$ cat config.mk
export PLATFORM = sky130hd
export DESIGN_NAME = msgNetIf
export DESIGN_NICKNAME = d
export VERILOG_FILES = /design/src/rtl/niPkg.sv /design/src/rtl/niControl.sv /design/src/rtl/niDatapath.sv /design/src/rtl/msgNetIf.sv
export SDC_FILE = /design/constraint.sdc
export NUM_CORES = 2
export LEC_CHECK = 0
export ABC_CLOCK_PERIOD_IN_PS = 11400
export BUFFER_PORTS_ARGS = -buffer_cell sky130_fd_sc_hd__buf_2
export CELL_PAD_IN_SITES_DETAIL_PLACEMENT = 1
export CELL_PAD_IN_SITES_GLOBAL_PLACEMENT = 1
export CORE_AREA = 2 2 344 346
export DETAILED_ROUTE_END_ITERATION = 16
export DIE_AREA = 0 0 346 348
export PLACE_DENSITY_LB_ADDON = 0.1
export RECOVER_POWER = 50
export SLEW_MARGIN = 20
export SYNTH_ARGS = -nofsm -noshare
export SYNTH_HDL_FRONTEND = slang
export SYNTH_SLANG_ARGS = --single-unit
$ cat constraint.sdc
create_clock -name clk -period 11.4 [get_ports clk]
set_input_delay 2.28 -clock clk [delete_from_list [all_inputs] [get_ports clk]]
set_output_delay 2.28 -clock clk [all_outputs]
set_load 0.005 [all_outputs]
$ cat src/rtl/niPkg.sv
package niPkg;
  localparam int DATA_W    = 32;
  localparam int MAX_WORDS = 8;
  localparam int RX_DEPTH  = 4;
  localparam int ADDR_W    = 5;
  localparam int IDX_W     = $clog2(MAX_WORDS);
  localparam int SLOT_W    = $clog2(RX_DEPTH);
  localparam int CNT_W     = $clog2(RX_DEPTH + 1);
  localparam int LEN_W     = 4;
  localparam int SYS_BIT   = 4;

  localparam logic [ADDR_W-1:0] ADDR_CMD    = 5'h10;
  localparam logic [ADDR_W-1:0] ADDR_STATUS = 5'h11;
  localparam logic [ADDR_W-1:0] ADDR_MASK   = 5'h12;
  localparam logic [ADDR_W-1:0] ADDR_HLEN   = 5'h13;
  localparam logic [1:0]        BANK_SEND   = 2'b00;
  localparam logic [1:0]        BANK_UWIN   = 2'b01;
  localparam logic [1:0]        BANK_SWIN   = 2'b11;

  typedef struct packed {
    logic              sendWr;
    logic [IDX_W-1:0]  sendIdx;
    logic              snapLoad;
    logic [IDX_W-1:0]  txIdx;
    logic              rxWr;
    logic [SLOT_W-1:0] rxSlot;
    logic [IDX_W-1:0]  rxIdx;
    logic [SLOT_W-1:0] headSlot;
  } niStrobe_t;

  typedef struct packed {
    logic             txBusy;
    logic             launchErr;
    logic [CNT_W-1:0] rxCount;
    logic             headValid;
    logic             headSys;
    logic [IDX_W:0]   headLen;
    logic             rxMask;
  } niStatus_t;
endpackage

$ cat src/rtl/niControl.sv
module niControl
  import niPkg::*;
(
  input  logic              clk,
  input  logic              rstN,
  input  logic [ADDR_W-1:0] regAddr,
  input  logic              regWrEn,
  input  logic [2:0]        cmdBits,
  input  logic              maskBit,
  input  logic [LEN_W-1:0]  sendLen,
  input  logic              txReady,
  input  logic              rxValid,
  input  logic              rxTail,
  input  logic              rxSysBit,
  output niStrobe_t         strobe,
  output niStatus_t         stat,
  output logic              txValid,
  output logic              txTail,
  output logic              rxReady
);
  logic cmdWr, launchReq, disposeReq, clrErr, lenOk, launchGo;
  logic txBusy, launchErr, rxMask;
  logic [IDX_W-1:0] txIdx, lastIdx;
  logic [SLOT_W-1:0] wrSlot, rdSlot;
  logic [IDX_W-1:0] wrIdx;
  logic [CNT_W-1:0] count;
  logic slotSys [RX_DEPTH];
  logic [IDX_W:0] slotLen [RX_DEPTH];
  logic accept, commit, pop;

  assign cmdWr      = regWrEn && (regAddr == ADDR_CMD);
  assign launchReq  = cmdWr && cmdBits[0];
  assign disposeReq = cmdWr && cmdBits[1];
  assign clrErr     = cmdWr && cmdBits[2];
  assign lenOk      = (sendLen != '0) && (sendLen <= LEN_W'(MAX_WORDS));
  assign launchGo   = launchReq && !txBusy && lenOk;

  // transmit sequencer
  always_ff @(posedge clk) begin
    if (!rstN) begin
      txBusy  <= 1'b0;
      txIdx   <= '0;
      lastIdx <= '0;
    end else if (launchGo) begin
      txBusy  <= 1'b1;
      txIdx   <= '0;
      lastIdx <= IDX_W'(sendLen - 1'b1);
    end else if (txBusy && txReady) begin
      if (txIdx == lastIdx) txBusy <= 1'b0;
      else                  txIdx  <= txIdx + 1'b1;
    end
  end

  always_ff @(posedge clk) begin
    if (!rstN)                       launchErr <= 1'b0;
    else if (launchReq && !launchGo) launchErr <= 1'b1;
    else if (clrErr)                 launchErr <= 1'b0;
  end

  always_ff @(posedge clk) begin
    if (!rstN)                                    rxMask <= 1'b1;
    else if (regWrEn && regAddr == ADDR_MASK)     rxMask <= maskBit;
  end

  assign txValid = txBusy;
  assign txTail  = txBusy && (txIdx == lastIdx);

  // receive queue bookkeeping
  assign rxReady = (count != CNT_W'(RX_DEPTH));
  assign accept  = rxValid && rxReady;
  assign commit  = accept && rxTail;
  assign pop     = disposeReq && (count != '0);

  function automatic logic [SLOT_W-1:0] nextSlot(input logic [SLOT_W-1:0] s);
    return (s == SLOT_W'(RX_DEPTH - 1)) ? '0 : s + 1'b1;
  endfunction

  always_ff @(posedge clk) begin
    if (!rstN) begin
      wrSlot <= '0;
      rdSlot <= '0;
      wrIdx  <= '0;
      count  <= '0;
    end else begin
      if (accept) begin
        if (rxTail) begin
          wrIdx  <= '0;
          wrSlot <= nextSlot(wrSlot);
        end else if (wrIdx != IDX_W'(MAX_WORDS - 1)) begin
          wrIdx <= wrIdx + 1'b1;
        end
      end
      if (pop) rdSlot <= nextSlot(rdSlot);
      count <= count + CNT_W'(commit) - CNT_W'(pop);
    end
  end

  generate
    for (genvar s = 0; s < RX_DEPTH; s++) begin : g_slot
      always_ff @(posedge clk) begin
        if (!rstN) begin
          slotSys[s] <= 1'b0;
          slotLen[s] <= '0;
        end else if (accept && wrSlot == SLOT_W'(s)) begin
          if (wrIdx == '0) slotSys[s] <= rxSysBit;
          if (rxTail)      slotLen[s] <= {1'b0, wrIdx} + 1'b1;
        end
      end
    end
  endgenerate

  always_comb begin
    strobe.sendWr   = regWrEn && (regAddr[ADDR_W-1 -: 2] == BANK_SEND);
    strobe.sendIdx  = regAddr[IDX_W-1:0];
    strobe.snapLoad = launchGo;
    strobe.txIdx    = txIdx;
    strobe.rxWr     = accept;
    strobe.rxSlot   = wrSlot;
    strobe.rxIdx    = wrIdx;
    strobe.headSlot = rdSlot;
  end

  always_comb begin
    stat.txBusy    = txBusy;
    stat.launchErr = launchErr;
    stat.rxCount   = count;
    stat.headValid = (count != '0);
    stat.headSys   = slotSys[rdSlot];
    stat.headLen   = (count != '0) ? slotLen[rdSlot] : '0;
    stat.rxMask    = rxMask;
  end

  AST_NO_OVERFLOW: assert property (@(posedge clk) disable iff (!rstN)
    count <= CNT_W'(RX_DEPTH));
  AST_FULL_STALLS: assert property (@(posedge clk) disable iff (!rstN)
    (count == CNT_W'(RX_DEPTH) && !pop) |=> !accept || !rxValid || $past(pop));
  AST_BUSY_REFUSED: assert property (@(posedge clk) disable iff (!rstN)
    (launchReq && txBusy) |=> launchErr);
  AST_TAIL_ENDS: assert property (@(posedge clk) disable iff (!rstN)
    (txValid && txReady && txTail) |=> !txValid);
endmodule

$ cat src/rtl/niDatapath.sv
module niDatapath
  import niPkg::*;
(
  input  logic              clk,
  input  logic              rstN,
  input  niStrobe_t         strobe,
  input  niStatus_t         stat,
  input  logic [ADDR_W-1:0] regAddr,
  input  logic [DATA_W-1:0] regWrData,
  input  logic [DATA_W-1:0] rxData,
  output logic [DATA_W-1:0] regRdData,
  output logic [DATA_W-1:0] txData,
  output logic [LEN_W-1:0]  sendLen
);
  logic [DATA_W-1:0] sendRegs [MAX_WORDS];
  logic [DATA_W-1:0] snapRegs [MAX_WORDS];
  logic [DATA_W-1:0] rxMem    [RX_DEPTH][MAX_WORDS];
  logic [DATA_W-1:0] headWord;
  logic userHead, sysHead;

  generate
    for (genvar w = 0; w < MAX_WORDS; w++) begin : g_word
      always_ff @(posedge clk) begin
        if (!rstN)                                          sendRegs[w] <= '0;
        else if (strobe.sendWr && strobe.sendIdx == IDX_W'(w)) sendRegs[w] <= regWrData;
      end
      // launch copies the composed message so later edits cannot disturb it
      always_ff @(posedge clk) begin
        if (!rstN)                snapRegs[w] <= '0;
        else if (strobe.snapLoad) snapRegs[w] <= sendRegs[w];
      end
    end
  endgenerate

  always_ff @(posedge clk) begin
    if (strobe.rxWr) rxMem[strobe.rxSlot][strobe.rxIdx] <= rxData;
  end

  assign txData   = snapRegs[strobe.txIdx];
  assign sendLen  = sendRegs[0][LEN_W-1:0];
  assign headWord = rxMem[strobe.headSlot][regAddr[IDX_W-1:0]];
  assign userHead = stat.headValid && !stat.headSys;
  assign sysHead  = stat.headValid && stat.headSys;

  always_comb begin
    regRdData = '0;
    unique case (regAddr[ADDR_W-1 -: 2])
      BANK_SEND: regRdData = sendRegs[regAddr[IDX_W-1:0]];
      BANK_UWIN: regRdData = userHead ? headWord : '0;
      BANK_SWIN: regRdData = sysHead  ? headWord : '0;
      default: begin
        if (regAddr == ADDR_STATUS)
          regRdData = DATA_W'({stat.rxCount, sysHead, stat.launchErr,
                               stat.txBusy, userHead});
        else if (regAddr == ADDR_MASK)
          regRdData = DATA_W'(stat.rxMask);
        else if (regAddr == ADDR_HLEN)
          regRdData = DATA_W'(stat.headLen);
      end
    endcase
  end

  AST_SNAP_ONLY_ON_LAUNCH: assert property (@(posedge clk) disable iff (!rstN)
    (!strobe.snapLoad && stat.txBusy) |=> $stable(snapRegs[0]));
endmodule

$ cat src/rtl/msgNetIf.sv
module msgNetIf
  import niPkg::*;
(
  input  logic              clk,
  input  logic              rstN,
  input  logic [ADDR_W-1:0] regAddr,
  input  logic              regWrEn,
  input  logic [DATA_W-1:0] regWrData,
  output logic [DATA_W-1:0] regRdData,
  output logic              txValid,
  input  logic              txReady,
  output logic [DATA_W-1:0] txData,
  output logic              txTail,
  input  logic              rxValid,
  output logic              rxReady,
  input  logic [DATA_W-1:0] rxData,
  input  logic              rxTail,
  output logic              irqUser,
  output logic              irqSys
);
  niStrobe_t strobe;
  niStatus_t stat;
  logic [LEN_W-1:0] sendLen;

  niControl u_ctrl (
    .clk      (clk),
    .rstN     (rstN),
    .regAddr  (regAddr),
    .regWrEn  (regWrEn),
    .cmdBits  (regWrData[2:0]),
    .maskBit  (regWrData[0]),
    .sendLen  (sendLen),
    .txReady  (txReady),
    .rxValid  (rxValid),
    .rxTail   (rxTail),
    .rxSysBit (rxData[SYS_BIT]),
    .strobe   (strobe),
    .stat     (stat),
    .txValid  (txValid),
    .txTail   (txTail),
    .rxReady  (rxReady)
  );

  niDatapath u_data (
    .clk       (clk),
    .rstN      (rstN),
    .strobe    (strobe),
    .stat      (stat),
    .regAddr   (regAddr),
    .regWrData (regWrData),
    .rxData    (rxData),
    .regRdData (regRdData),
    .txData    (txData),
    .sendLen   (sendLen)
  );

  assign irqUser = stat.headValid && !stat.headSys && !stat.rxMask;
  assign irqSys  = stat.headValid && stat.headSys;

  AST_TX_HOLD: assert property (@(posedge clk) disable iff (!rstN)
    (txValid && !txReady) |=> txValid && $stable(txData) && $stable(txTail));
  AST_IRQ_EXCL: assert property (@(posedge clk) disable iff (!rstN)
    !(irqUser && irqSys));
  AST_MASK_QUIET: assert property (@(posedge clk) disable iff (!rstN)
    (regWrEn && regAddr == ADDR_MASK && regWrData[0]) |=> !irqUser);
endmodule

[Word level (Yosys, flattened, before mapping)]
Memories as Yosys holds them, arrays and structs flattened. A register that Yosys moved wholly into a read port is not among the register bits.
Index checks and enable logic that the tools add are counted.
Cells by class
  bitwise operators: 28
  shift operators: 0
  muxes and demuxes: 109
  $lt $le $gt $ge: 4
  add/sub/neg operators: 8
  reduce and logical (&&, ||, !) cells: 50
  equal/unequal tests: 20
  div/mod/pow operators: 0
  multiply operators: 0
Operators by type and width (number)
  two-way mux 32 bit: 23
  two-way mux 256 bit: 1
  binary-select mux 32 bit (select 3 bit): 1
  demux 32 bit (select 3 bit): 1
  one-hot mux 32 bit (3 select lines): 1
  two-way mux 1 bit: 64
  logical AND 1 bit: 31
  two-way mux 4 bit: 6
  OR 1 bit: 24
  equality test 5 bit, second input constant: 4
  two-way mux 2 bit: 8
  equality test 3 bit, second input constant: 4
  two-way mux 3 bit: 4
  equality test 2 bit, second input constant: 4
  greater-or-equal comparator 4 bit, second input constant: 2
  NOT 3 -> 4 bit: 2
  AND reduction 2 bit: 4
  nonzero test 2 bit: 4
  adder 3 x 1 -> 3 bit, second input constant: 2
  equality test 3 x 2 -> 1 bit, second input constant: 2
  zero test 3 bit: 2
  inequality test 3 bit, second input constant: 2
  adder 2 x 1 -> 2 bit, second input constant: 2
  adder 3 x 1 -> 4 bit, second input constant: 1
  14 further kinds: 20
Word-level totals
  word-level logic and storage cells: 233
  memory bits (writable): 1556
  memories: 5
  register bits: 19
  output and inout bits: 69
  latch bits: 0
  bits in read-only memories: 0
Memories
  u_data.rxMem: depth 4, width 256, read ports 1, clocked after Yosys merged registers in 1, wr ports 1, RTL line niDatapath.sv:17  | logic [DATA_W-1:0] rxMem [RX_DEPTH][MAX_WORDS];
  u_data.sendRegs: depth 8, width 32, read ports 9, clocked after Yosys merged registers in 0, wr ports 8, RTL line niDatapath.sv:15  | logic [DATA_W-1:0] sendRegs [MAX_WORDS];
  u_data.snapRegs: depth 8, width 32, read ports 1, clocked after Yosys merged registers in 1, wr ports 8, RTL line niDatapath.sv:16  | logic [DATA_W-1:0] snapRegs [MAX_WORDS];
  u_ctrl.slotLen: depth 4, width 4, read ports 1, clocked after Yosys merged registers in 1, wr ports 4, RTL line niControl.sv:28  | logic [IDX_W:0] slotLen [RX_DEPTH];
  u_ctrl.slotSys: depth 4, width 1, read ports 1, clocked after Yosys merged registers in 1, wr ports 4, RTL line niControl.sv:27  | logic slotSys [RX_DEPTH];

[Depth between registers and ports, before layout]
  word-level depth: 9
  mapped depth: 12

[Hierarchy]
Synthesis repeated with hierarchy kept, for this count alone.
Second synthesis, totals
  cell total of the unflattened synthesis: 3394
  area total of the unflattened synthesis: 64455.6 um^2
Modules (own cells, without submodules)
  niDatapath: seq. area each 46124.2 um^2, area each 62281.0 um^2, times used 1, cells an instance 3184
  niControl: seq. area each 1011.0 um^2, area each 2155.8 um^2, times used 1, cells an instance 208
  msgNetIf: seq. area each 0.0 um^2, area each 18.8 um^2, times used 1, cells an instance 2

[Worst setup path before layout]
Ideal clock, no wire load.
  path kind: input-to-reg
  start point: input port regAddr[1]
  end point: memory u_data.snapRegs[0][0] (enable)
  buffers on the path: 2
  arrival time: 9702 ps
  setup slack: 1030 ps
  stages on the path: 6
  path through: or2_0 > clkbuf_2 > nor3b_2 > nor4b_4 > buf_2 > nand2b_1
RTL lines
  from (decl): RTL line msgNetIf.sv:6  | input logic [ADDR_W-1:0] regAddr,
  to (decl): RTL line niDatapath.sv:16

[Worst setup path after layout]
  start point: input port regAddr[0]
  end point: output port regRdData[24]
On the way
  longest elaborated chain between the ends: 6
RTL lines
  NOT 3 -> 4 bit (implied by the code): RTL line niDatapath.sv:41  | assign headWord = rxMem[strobe.headSlot][regAddr[IDX_W-1:0]];
  binary-select mux 32 bit (select 3 bit): RTL line niDatapath.sv:41
  two-way mux 32 bit (implied by the code) (2 in a row): RTL line niDatapath.sv:41
  two-way mux 32 bit, on equally long branches: RTL line niDatapath.sv:50, niDatapath.sv:49
  one-hot mux 32 bit (3 select lines) *: RTL line niDatapath.sv:47  | unique case (regAddr[ADDR_W-1 -: 2])
  to (decl): RTL line msgNetIf.sv:9  | output logic [DATA_W-1:0] regRdData,
Mark *: on every way between the ends. The rest lies on a longest branch, timed or not. The select of a mux whose other input is x is not followed.

==> impl_metrics.ini <==
[floorplan]
die_x_um = 346
start_util = 0.544
die_area_mm2 = 0.120
die_h_um = 348
io_pins = 144
core_region_area_mm2 = 0.117
row_count = 126

[placed_design]
routabilityCongestion = 0.785
port-buffer-count = 143
placed_area_mm2 = 0.0661
hpwl_um = 95000

[detailed_routing]
ant_nets = 0
vias = 32600
drc_errors = 0
wl_um = 169000
wl_per_cell_um = 33.6
drtIter0Drc = 3459
viasPerCell = 6.47
drt_pass1_iterations = 7

[pwr]
powerDensity_mw_per_mm2 = 171
p_leak_nw = 23.9
p_total_mw = 12.2
peakVddDrop_v = 0.000143

[critical_path]
worst_ep_required_time_ns = 9.12
cp.arrival_ns = 6.05
endpoint_kind = output pin
path_class = input port to output pin
crit_fanout = 33
startpoint_type = input port

[yosys]
synthArstFlopShare = 0
netlist_area_mm2 = 0.0637
netlist_instances = 3204
ys_types = 57
synth-seq-cells = 1580
synth_top_flop_cell = edfxtp_1
yosysSeqAreaShare = 0.741
synth_edf_count = 1555
syn_nets = 3291
synth_area_per_cell_um2 = 19.9
yosysWarnings = 0

[final_layout]
finish.utilization = 0.608
drive_gt1_frac = 0.246
final_area_mm2 = 0.0711
fillers = 9819
areaGrowthSynthToFinish_pct = 11.7
num-nets-final = 3454

[sta]
fmax_mhz = 120
fin_crit_sh = 0.731
hold_viol = 0
tns_ns = 0
worst_pin_slew_ns = 4.20
rsz0062_at_grt = no
report.final.setup_viol = 0
slew_violations = 501
max_slew_margin = -1.80
skew_ns = 0.0271
post-route-min-period_ns = 8.33

[global_route]
grt_usage = 0.285
overflow = 0
grt_pass1_wl_um = 246000
antenna_found_initial = 16
grt_max_degree = 124
first_global_vias = 34900

[hold_path]
min-delay-path-class = flop to flop

[clocking]
path_clk_slew_ns = 0.06
clock_path_buffers = 3
cts_resized = 0
cts_root_buffer = clkbuf_16
cts_setup_buffers = 0
cts_max_level = 4
cts_sinks = 1580
hold_buffers = 0
worst_skew_pair.late_latency_ns = 0.77
cts_buffers = 160
cts_tree = built

[flow_run]
cap_viol_max_count = 18

[run_status]
status = complete, but fails checks
violations = capacitance limit, slew limit
-- critical path, cell delays in order --
cell and delay [ns]:
buf_4 0.56, nor2b_1 0.69, nand2_1 0.89, buf_4 0.54, o22ai_1 0.21, or4_1 0.31
o22ai_1 0.25, buf_2 0.25
-- flip-flops by register name, indices dropped and copies added (netlist names), named ones only --
name	flops
u_ctrl.txIdx	3
u_data.sendRegs	256
u_ctrl.count	3
u_ctrl.wrIdx	3
u_ctrl.slotSys	4
u_data.snapRegs	256
u_ctrl.slotLen	16
u_data.rxMem	1024
u_ctrl.wrSlot	2
u_ctrl.lastIdx	3
u_ctrl.txValid	1
u_ctrl.rxMask	1
u_ctrl.rdSlot	2
u_ctrl.launchErr	1
-- metrics by stage --
step	hold slack, ns	worst slack (ns)	cells
final	0.508	3.07	5041
after global placement	0.465	3.27	4741
after floorplan	0.436	1.03	3204
after detailed placement	0.495	3.13	4741
after global routing	0.523	2.92	5038
after CTS	0.507	3.11	5035
-- placed cells by master (no fill, tap or decap), types with 15 or more instances in the layout --
cell type     n
or4_1        28
mux2_2       33
and2_1      252
bufinv_16    15
clkbuf_1     86
dfxtp_1      20
o22ai_1     141
buf_2       106
and3_1      265
nor2_1       42
edfxtp_1   1555
buf_4        60
nand2_1      21
mux2i_1      38
mux4_2      389
clkinv_1     47
clkinv_2     23
clkbuf_16   163
-- logic make-up (layout without fill, tap and decap cells) --
kind of cell / after synthesis / count (layout) / share of synthesized area
mux: 460 / 460 / 0.149
other cells: 0 / 6 / 0
compound gates: 201 / 201 / 0.0203
xor+xnor: 10 / 10 / 0.00138
buf+inv: 237 / 532 / 0.0186
flops: 1580 / 1580 / 0.741
simple gates: 704 / 704 / 0.0666
fa+ha+maj: 12 / 12 / 0.00248
-- metal layers --
metal	part of all wire	GRT usage
met5	0.00047	0
met4	0.029	0.0957
met3	0.064	0.0451
met2	0.52	0.495
met1	0.39	0.370
-- synthesized netlist by cell type, types with 5 or more instances --
cell      count  area [um2]
clkbuf_1    121         454
nor2b_1       7        43.8
a21oi_1      10        50.1
and3_1      265        1660
inv_1        13        48.8
buf_4         7        52.6
nand3_1       9        45.0
edfxtp_1   1555       46700
or4_1        28         210
nor2_1       57         214
a211oi_1      6        45.0
mux4_2      389        8760
dfxtp_1      25         500
mux2i_1      38         380
o21ai_0      17        85.1
buf_2        58         290
xnor2_1       5        43.8
nor4_1       13        81.3
nand2b_1      9        56.3
nor3_1       15        75.1
buf_1         8        30.0
and2_1      261        1630
mux2_2       33         372
ha_1         11         138
a22oi_1       6        45.0
o22ai_1     141         882
nand2_1      24        90.1
buf_6        19         214
xor2_1        5        43.8
-- where the power goes --
part / internal (mW) / switching [mW]
Sequential: 6.49 / 0.0455
Combinational: 0.137 / 0.323
Clock: 2.98 / 2.18
-- area by class of cell --
| type | count | area [um2] | share of cell area |
|---|---|---|---|
| clock inverter | 95 | 885 | 0.0124 |
| timing repair buffer | 221 | 1240 | 0.0174 |
| antenna | 6 | 15.0 | 0.000211 |
| inverter | 17 | 63.8 | 0.000897 |
| multi-input combinational | 1387 | 15500 | 0.219 |
| tap | 1536 | 1920 | 0.0270 |
| clock buffer | 199 | 4230 | 0.0595 |
| sequential | 1580 | 47200 | 0.664 |
-- final timing paths --
path,from,slack [ns],to,cells past startpoint
setup / recovery,regAddr[0],3.07,regRdData[24],8
hold / removal,u_ctrl.launchErr,0.51,u_ctrl.launchErr,2
setup reg to reg,u_ctrl.wrIdx[2],6.59,u_data.rxMem[3][50],2
hold reg to reg,u_ctrl.launchErr,0.51,u_ctrl.launchErr,2
Power figures use the tool's default switching activity.
